`config.mk`:
```
export PLATFORM = sky130hd
export DESIGN_NAME = dramInitSeq
export DESIGN_NICKNAME = d
export VERILOG_FILES = /design/src/rtl/dramInitPkg.sv /design/src/rtl/dramInitCtrl.sv /design/src/rtl/dramInitDatapath.sv /design/src/rtl/dramInitSeq.sv
export SDC_FILE = /design/constraint.sdc
export NUM_CORES = 1
export LEC_CHECK = 0
export BUFFER_PORTS_ARGS = -buffer_cell sky130_fd_sc_hd__buf_2
export CAP_MARGIN = 20
export CORE_UTILIZATION = 64
export DETAILED_ROUTE_END_ITERATION = 8
export PLACE_DENSITY_LB_ADDON = 0.2
export SYNTH_ARGS = -nofsm -noshare
export SYNTH_HDL_FRONTEND = slang
export SYNTH_SLANG_ARGS = --single-unit
```
`constraint.sdc`:
```
create_clock -name clk -period 6.8 [get_ports clk]
set_input_delay 1.7 -clock clk [delete_from_list [all_inputs] [get_ports clk]]
set_output_delay 1.7 -clock clk [all_outputs]
set_load 0.01 [all_outputs]
```
`src/rtl/dramInitPkg.sv`:
```
`timescale 1ns/1ps
package dramInitPkg;

  typedef enum logic [2:0] {
    ST_PAUSE,
    ST_CAS_SETUP,
    ST_RAS_LOW,
    ST_PRECHARGE,
    ST_DONE
  } initState_t;

  typedef enum logic [1:0] {
    DUR_CAS_SETUP,
    DUR_RAS_LOW,
    DUR_PRECHARGE
  } durSel_t;

  // control -> datapath strobes
  typedef struct packed {
    logic    loadTimer;
    durSel_t durSel;
    logic    wakeInc;
    logic    wakeClr;
    logic    initRasN;
    logic    initCasN;
    logic    done;
  } seqStrobe_t;

  function automatic int nsToCycles(input int ns, input int clkNs);
    int c;
    c = (ns + clkNs - 1) / clkNs;
    return (c < 1) ? 1 : c;
  endfunction

  function automatic int maxOf(input int a, input int b);
    return (a > b) ? a : b;
  endfunction

endpackage

```
`src/rtl/dramInitCtrl.sv`:
```
`timescale 1ns/1ps
module dramInitCtrl
  import dramInitPkg::*;
(
  input  logic       clk,
  input  logic       rstN,
  input  logic       refreshLapsed,
  input  logic       timerZero,
  input  logic       wakeAll,
  output seqStrobe_t strobe
);

  initState_t state, stateNext;

  always_ff @(posedge clk or negedge rstN) begin
    if (!rstN) state <= ST_PAUSE;
    else       state <= stateNext;
  end

  always_comb begin
    stateNext        = state;
    strobe           = '0;
    strobe.durSel    = DUR_CAS_SETUP;
    strobe.initRasN  = 1'b1;
    strobe.initCasN  = 1'b1;
    unique case (state)
      ST_PAUSE: begin
        if (timerZero) begin
          stateNext        = ST_CAS_SETUP;
          strobe.loadTimer = 1'b1;
          strobe.durSel    = DUR_CAS_SETUP;
        end
      end
      ST_CAS_SETUP: begin
        strobe.initCasN = 1'b0;
        if (timerZero) begin
          stateNext        = ST_RAS_LOW;
          strobe.loadTimer = 1'b1;
          strobe.durSel    = DUR_RAS_LOW;
        end
      end
      ST_RAS_LOW: begin
        strobe.initRasN = 1'b0;
        strobe.initCasN = 1'b0;
        if (timerZero) begin
          stateNext        = ST_PRECHARGE;
          strobe.loadTimer = 1'b1;
          strobe.durSel    = DUR_PRECHARGE;
          strobe.wakeInc   = 1'b1;
        end
      end
      ST_PRECHARGE: begin
        if (timerZero) begin
          if (wakeAll) begin
            stateNext = ST_DONE;
          end else begin
            stateNext        = ST_CAS_SETUP;
            strobe.loadTimer = 1'b1;
            strobe.durSel    = DUR_CAS_SETUP;
          end
        end
      end
      ST_DONE: begin
        strobe.done = 1'b1;
        if (refreshLapsed) begin
          stateNext        = ST_PRECHARGE;
          strobe.loadTimer = 1'b1;
          strobe.durSel    = DUR_PRECHARGE;
          strobe.wakeClr   = 1'b1;
        end
      end
      default: stateNext = ST_PAUSE;
    endcase
  end

endmodule

```
`src/rtl/dramInitDatapath.sv`:
```
`timescale 1ns/1ps
module dramInitDatapath
  import dramInitPkg::*;
#(
  parameter int PAUSE_CYC   = 20000,
  parameter int CSR_CYC     = 1,
  parameter int RAS_LOW_CYC = 5,
  parameter int PRE_CYC     = 3,
  parameter int WAKE_COUNT  = 8
) (
  input  logic       clk,
  input  logic       rstN,
  input  seqStrobe_t strobe,
  input  logic       ctrlRasN,
  input  logic       ctrlCasN,
  output logic       timerZero,
  output logic       wakeAll,
  output logic       dramRasN,
  output logic       dramCasN
);

  localparam int MAX_CYC = maxOf(maxOf(PAUSE_CYC, CSR_CYC), maxOf(RAS_LOW_CYC, PRE_CYC));
  localparam int TIMER_W = $clog2(MAX_CYC + 1);
  localparam int WAKE_W  = $clog2(WAKE_COUNT + 1);

  logic [TIMER_W-1:0] timer;
  logic [TIMER_W-1:0] loadVal;
  logic [WAKE_W-1:0]  wakeCnt;

  always_comb begin
    unique case (strobe.durSel)
      DUR_CAS_SETUP: loadVal = TIMER_W'(CSR_CYC - 1);
      DUR_RAS_LOW:   loadVal = TIMER_W'(RAS_LOW_CYC - 1);
      DUR_PRECHARGE: loadVal = TIMER_W'(PRE_CYC - 1);
      default:       loadVal = '0;
    endcase
  end

  // phase timer: reset value covers the power-up pause
  always_ff @(posedge clk or negedge rstN) begin
    if (!rstN)                 timer <= TIMER_W'(PAUSE_CYC - 1);
    else if (strobe.loadTimer) timer <= loadVal;
    else if (timer != '0)      timer <= timer - 1'b1;
  end

  always_ff @(posedge clk or negedge rstN) begin
    if (!rstN)               wakeCnt <= '0;
    else if (strobe.wakeClr) wakeCnt <= '0;
    else if (strobe.wakeInc) wakeCnt <= wakeCnt + 1'b1;
  end

  assign timerZero = (timer == '0);
  assign wakeAll   = (wakeCnt == WAKE_W'(WAKE_COUNT));

  // pin ownership: sequencer until done, controller afterwards
  assign dramRasN = strobe.done ? ctrlRasN : strobe.initRasN;
  assign dramCasN = strobe.done ? ctrlCasN : strobe.initCasN;

endmodule

```
`src/rtl/dramInitSeq.sv`:
```
`timescale 1ns/1ps
module dramInitSeq
  import dramInitPkg::*;
#(
  parameter int CLK_PERIOD_NS = 10,
  parameter int PAUSE_NS      = 200000,
  parameter int CAS_SETUP_NS  = 10,
  parameter int RAS_LOW_NS    = 50,
  parameter int PRECHARGE_NS  = 30,
  parameter int WAKE_COUNT    = 8
) (
  input  logic clk,
  input  logic rstN,
  input  logic refreshLapsed,
  input  logic ctrlRasN,
  input  logic ctrlCasN,
  output logic dramRasN,
  output logic dramCasN,
  output logic initDone
);

  localparam int PAUSE_CYC   = nsToCycles(PAUSE_NS, CLK_PERIOD_NS);
  localparam int CSR_CYC     = nsToCycles(CAS_SETUP_NS, CLK_PERIOD_NS);
  localparam int RAS_LOW_CYC = nsToCycles(RAS_LOW_NS, CLK_PERIOD_NS);
  localparam int PRE_CYC     = nsToCycles(PRECHARGE_NS, CLK_PERIOD_NS);

  seqStrobe_t strobe;
  logic       timerZero;
  logic       wakeAll;

  dramInitCtrl u_ctrl (
    .clk           (clk),
    .rstN          (rstN),
    .refreshLapsed (refreshLapsed),
    .timerZero     (timerZero),
    .wakeAll       (wakeAll),
    .strobe        (strobe)
  );

  dramInitDatapath #(
    .PAUSE_CYC   (PAUSE_CYC),
    .CSR_CYC     (CSR_CYC),
    .RAS_LOW_CYC (RAS_LOW_CYC),
    .PRE_CYC     (PRE_CYC),
    .WAKE_COUNT  (WAKE_COUNT)
  ) u_dp (
    .clk       (clk),
    .rstN      (rstN),
    .strobe    (strobe),
    .ctrlRasN  (ctrlRasN),
    .ctrlCasN  (ctrlCasN),
    .timerZero (timerZero),
    .wakeAll   (wakeAll),
    .dramRasN  (dramRasN),
    .dramCasN  (dramCasN)
  );

  assign initDone = strobe.done;

endmodule

```
* Word level (Yosys, flattened, before mapping)
Cells that the tools add are included.
** Storage, ports and cells
- Register bits :: 22
- Bits of input ports :: 5
- Output and inout port bits :: 3
- Word-level logic and storage cells :: 51
** Cells by class
- Add/subtract/negate cells :: 2
- Eq/ne operators :: 12
- Muxes and demuxes :: 27
- Reductions and logical operators :: 7
** Operators by type and width (number)
- two-way mux 3 bit :: 11
- two-way mux 15 bit :: 2
- one-hot mux 3 bit (5 select lines) :: 2
- logical NOT 15 bit :: 1
- nonzero test 15 bit :: 1
- subtractor 15 x 1 -> 15 bit (second input constant) :: 1
- two-way mux 4 bit :: 3
- != test 2 bit (second input constant) :: 5
- two-way mux 1 bit :: 8
- == test 3 x 2 -> 1 bit (second input constant) :: 2
- one-hot mux 3 bit (2 select lines) :: 1
- AND reduction 5 bit :: 1
- adder 4 x 1 -> 4 bit (second input constant) :: 1
- == test 4 bit (second input constant) :: 1
- nonzero test 2 bit :: 2
- == test 3 x 1 -> 1 bit (second input constant) :: 1
- == test 3 bit (second input constant) :: 1
- logical NOT 3 bit :: 1
- == test 2 x 1 -> 1 bit (second input constant) :: 1
- == test 2 bit (second input constant) :: 1
- OR reduction 2 bit :: 1

* Depth between registers and ports, before layout
- Depth after elaboration :: 7
- Depth in mapped cells :: 7

* Hierarchy
From an unflattened synthesis, not the netlist that was laid out.
** Second synthesis, totals
- Cell total of the unflattened synthesis :: 143
- Area total of the unflattened synthesis :: 1415.1 um^2
** By module, submodules not included
- dramInitDatapath :: instances 1, cells each 112, area each 1153.6 um^2
- dramInitCtrl :: instances 1, cells each 31, area each 261.5 um^2

* Least setup slack after synthesis
No wires, ideal clock.
- Path kind :: input to output
- From :: input port ctrlCasN
- To :: output port dramCasN
- Data arrival time :: 2.059 ns
- Data required time :: 5.100 ns
- Path slack :: 3.041 ns
- Cell stages on the path :: 2
- Buffers on the path :: 0
- Cell sequence :: nor2_1 -> o31ai_1
** On the way
- Word-level cells in the longest chain between the ends :: 1
** RTL lines
- from (decl) :: line dramInitSeq.sv:16 : input logic ctrlCasN,
- two-way mux 1 bit :: line dramInitDatapath.sv:57 : assign dramCasN = strobe.done ? ctrlCasN : strobe.initCasN;
- to (decl) :: line dramInitSeq.sv:18 : output logic dramCasN,
No other way between the ends.

* Worst setup path after layout
Ends and elaborated chain as after synthesis.

==> impl_metrics.json <==
{
  "fmax_ghz": 0.259,
  "synth_compound_area_frac": 0.206,
  "cts_buffers": 3,
  "min_from": "u_dp.timer[11]",
  "postCtsSetupBuffers": 0,
  "worstMarginPinSlew_ns": 0.980,
  "top_level_ports": 8,
  "grt_usage": 0.281,
  "vdd_ir_drop_max_mv": 0.104,
  "hold_path_class": "reg2reg",
  "die-area_um2": 2390,
  "clock-sinks": 22,
  "num_antenna_cells": 0,
  "area_delta_synth_final_pct": 2.85,
  "final_cell_mix": "a21oi_1 (13), dfrtp_1 (13), o21ai_0 (12)",
  "htreeDepth": 1,
  "yosys_most_used_dff": "dfrtp_1",
  "fin_ws_ns": 2.93,
  "antenna_found_initial": 0,
  "synth_edf_count": 0,
  "crit_start": "ctrlCasN",
  "synthCells": 151,
  "drtAntennaViolNets": 0,
  "drive_gt1_frac": 0.209,
  "grt_pass1_vias": 1168,
  "fin_crit_sh": 0.569,
  "drt_iter0_drc": 50,
  "syn-num-nets": 160,
  "routedWlPerCell_um": 16.2,
  "nFillCells": 148,
  "post-place-ws_ns": 2.93,
  "path_clk_slew_ns": 0.13,
  "power_density_nw_per_um2": 138,
  "total_power_w": 0.000199,
  "synth_top_family_by_area": "simple AND/OR/NAND/NOR gates",
  "cp_data_required_time_ns": 5.10,
  "cts_tree": "done",
  "finalSetupTns_ns": 0,
  "crit_fanout": 1,
  "r2r_start": "u_dp.timer[0]",
  "ctsResizeCount": 0,
  "synth.distinct_cells": 45,
  "slew_headroom": 0.341,
  "outcome": "finished, final reports clean",
  "grt_pass1_wl_um": 5240,
  "finalHoldViolCount": 0,
  "ctsHoldBuffers": 0,
  "post-route-min-period_ns": 3.87,
  "finalSetupViolCount": 0,
  "dp.final_hpwl_um": 2100,
  "ys_ff_latch": 22,
  "start_util": 0.696,
  "grt_max_degree": 23,
  "avgSynthCellArea_um2": 9.31,
  "ys_warn_count": 0,
  "drv_cap": 0,
  "leakagePower_nw": 0.495,
  "synth_xor_area_frac": 0.0125,
  "core_um2": 2020,
  "worst_skew_pair.late_latency_ns": 0.31,
  "drt_wl_total_um": 2920,
  "crit_type": "in2out",
  "clk_root_buffer_cell": "clkbuf_4",
  "yosysSeqAreaShare": 0.399,
  "via_per_inst": 6.67,
  "whs_ns": 0.507,
  "finalWeightedCongestion": 0.814,
  "syn_area_um2": 1410,
  "start_kind": "input port",
  "die_w_um": 48.9,
  "clock_skew_ns": 0.0123,
  "cp_data_arrival_time_ns": 2.17,
  "synth_adder_area_share": 0.0356,
  "vias": 1200,
  "synthMuxAreaShare": 0.0142,
  "rsz0062_at_grt": "no",
  "synth-simple-area-share": 0.269,
  "slew_viol_final": 0,
  "async_reset_ff_frac": 1.00,
  "design_area_um2": 1450,
  "numPortBuffers": 7,
  "rows": 16,
  "die_y_um": 48.9,
  "grt_overflow_total": 0,
  "cts_buffer_depth": 2,
  "endpoint_kind": "output port",
  "dpl_cell_area_um2": 1420,
  "layout.nets": 163,
  "dr.pass1.iters": 5,
  "route.detailed.drc": 0
}
==> power by group <==
part	leakage (nW)	internal [W]	switching, W
logic	0.245	0.000000862	0.00000314
clock network	0.0150	0.0000229	0.0000409
registers	0.235	0.000131	0
total	0.495	0.000155	0.0000441
==> worst paths after layout <==
| path | to | slack (ns) | depth (start not counted) |
|---|---|---|---|
| worst max-delay path | dramCasN | 2.93 | 4 |
| worst min-delay path | u_dp.timer[11] | 0.51 | 2 |
| worst max register to register | u_dp.timer[6] | 3.87 | 6 |
| worst min register to register | u_dp.timer[11] | 0.51 | 2 |
| max in group asynchronous | u_dp.timer[1] | 5.11 | 1 |
| min in group asynchronous | u_dp.timer[6] | 1.32 | 1 |
==> logic make-up (layout without fill, tap and decap cells) <==
| kind of cell | count (synthesis) | count (layout) |
|---|---|---|
| and+or+nand+nor | 57 | 57 |
| AOI/OAI and AO/OA | 46 | 46 |
| xor gates and xnor gates | 2 | 2 |
| adders and majority gates | 4 | 4 |
| buffers and inverters | 18 | 20 |
| muxes | 2 | 2 |
| DFF | 22 | 22 |
==> metal layers <==
layer / track usage / routed length [um]
met3: 0.0467 / 140
met1: 0.382 / 1330
met2: 0.451 / 1400
met4: 0.103 / 49
met5: 0 / 0
==> Yosys cell counts (2+ instances only) <==
cell type / instances / area share
a21oi_1: 13 / 0.046
dfrtp_1: 13 / 0.23
o21ai_0: 12 / 0.043
dfstp_2: 9 / 0.17
inv_1: 9 / 0.024
or4_1: 9 / 0.048
nand2_1: 7 / 0.019
nor2_1: 7 / 0.019
o31ai_1: 6 / 0.032
clkbuf_1: 4 / 0.011
ha_1: 4 / 0.036
or2_2: 4 / 0.018
or3_1: 4 / 0.018
nand3_1: 3 / 0.011
nand4_1: 3 / 0.013
nor3_1: 3 / 0.011
a221oi_1: 2 / 0.012
a31oi_1: 2 / 0.0089
and3b_1: 2 / 0.012
buf_2: 2 / 0.0071
buf_6: 2 / 0.016
mux2i_1: 2 / 0.014
nand3b_1: 2 / 0.011
o211ai_1: 2 / 0.011
o41ai_1: 2 / 0.012
or3_2: 2 / 0.011
or4_4: 2 / 0.016
xnor2_1: 2 / 0.012
==> layout make-up <==
type                       count  area [um^2]  share of cell area
multi-input combinational    111          756               0.522
inverter                       9         33.8              0.0234
tap                           27         33.8              0.0234
clock buffer                   4         26.3              0.0182
sequential                    22          562               0.388
timing repair buffer           7         35.0              0.0242
==> stage by stage <==
step,std cells,util
after floorplan,151,-
after global placement,176,0.702
after detailed placement,176,0.702
after CTS,180,0.715
after global routing,180,0.715
final,180,0.715
==> worst max-delay path: stages <==
cell	delay, ns
buf_2	0.08
nor2_1	0.03
o31ai_1	0.18
buf_2	0.17
==> registers in the layout (all words and copies together), names as in the netlist <==
register      cells
u_dp.timer       15
u_ctrl.state      3
u_dp.wakeCnt      4
Note: power is estimated with default switching activity, not from simulation.
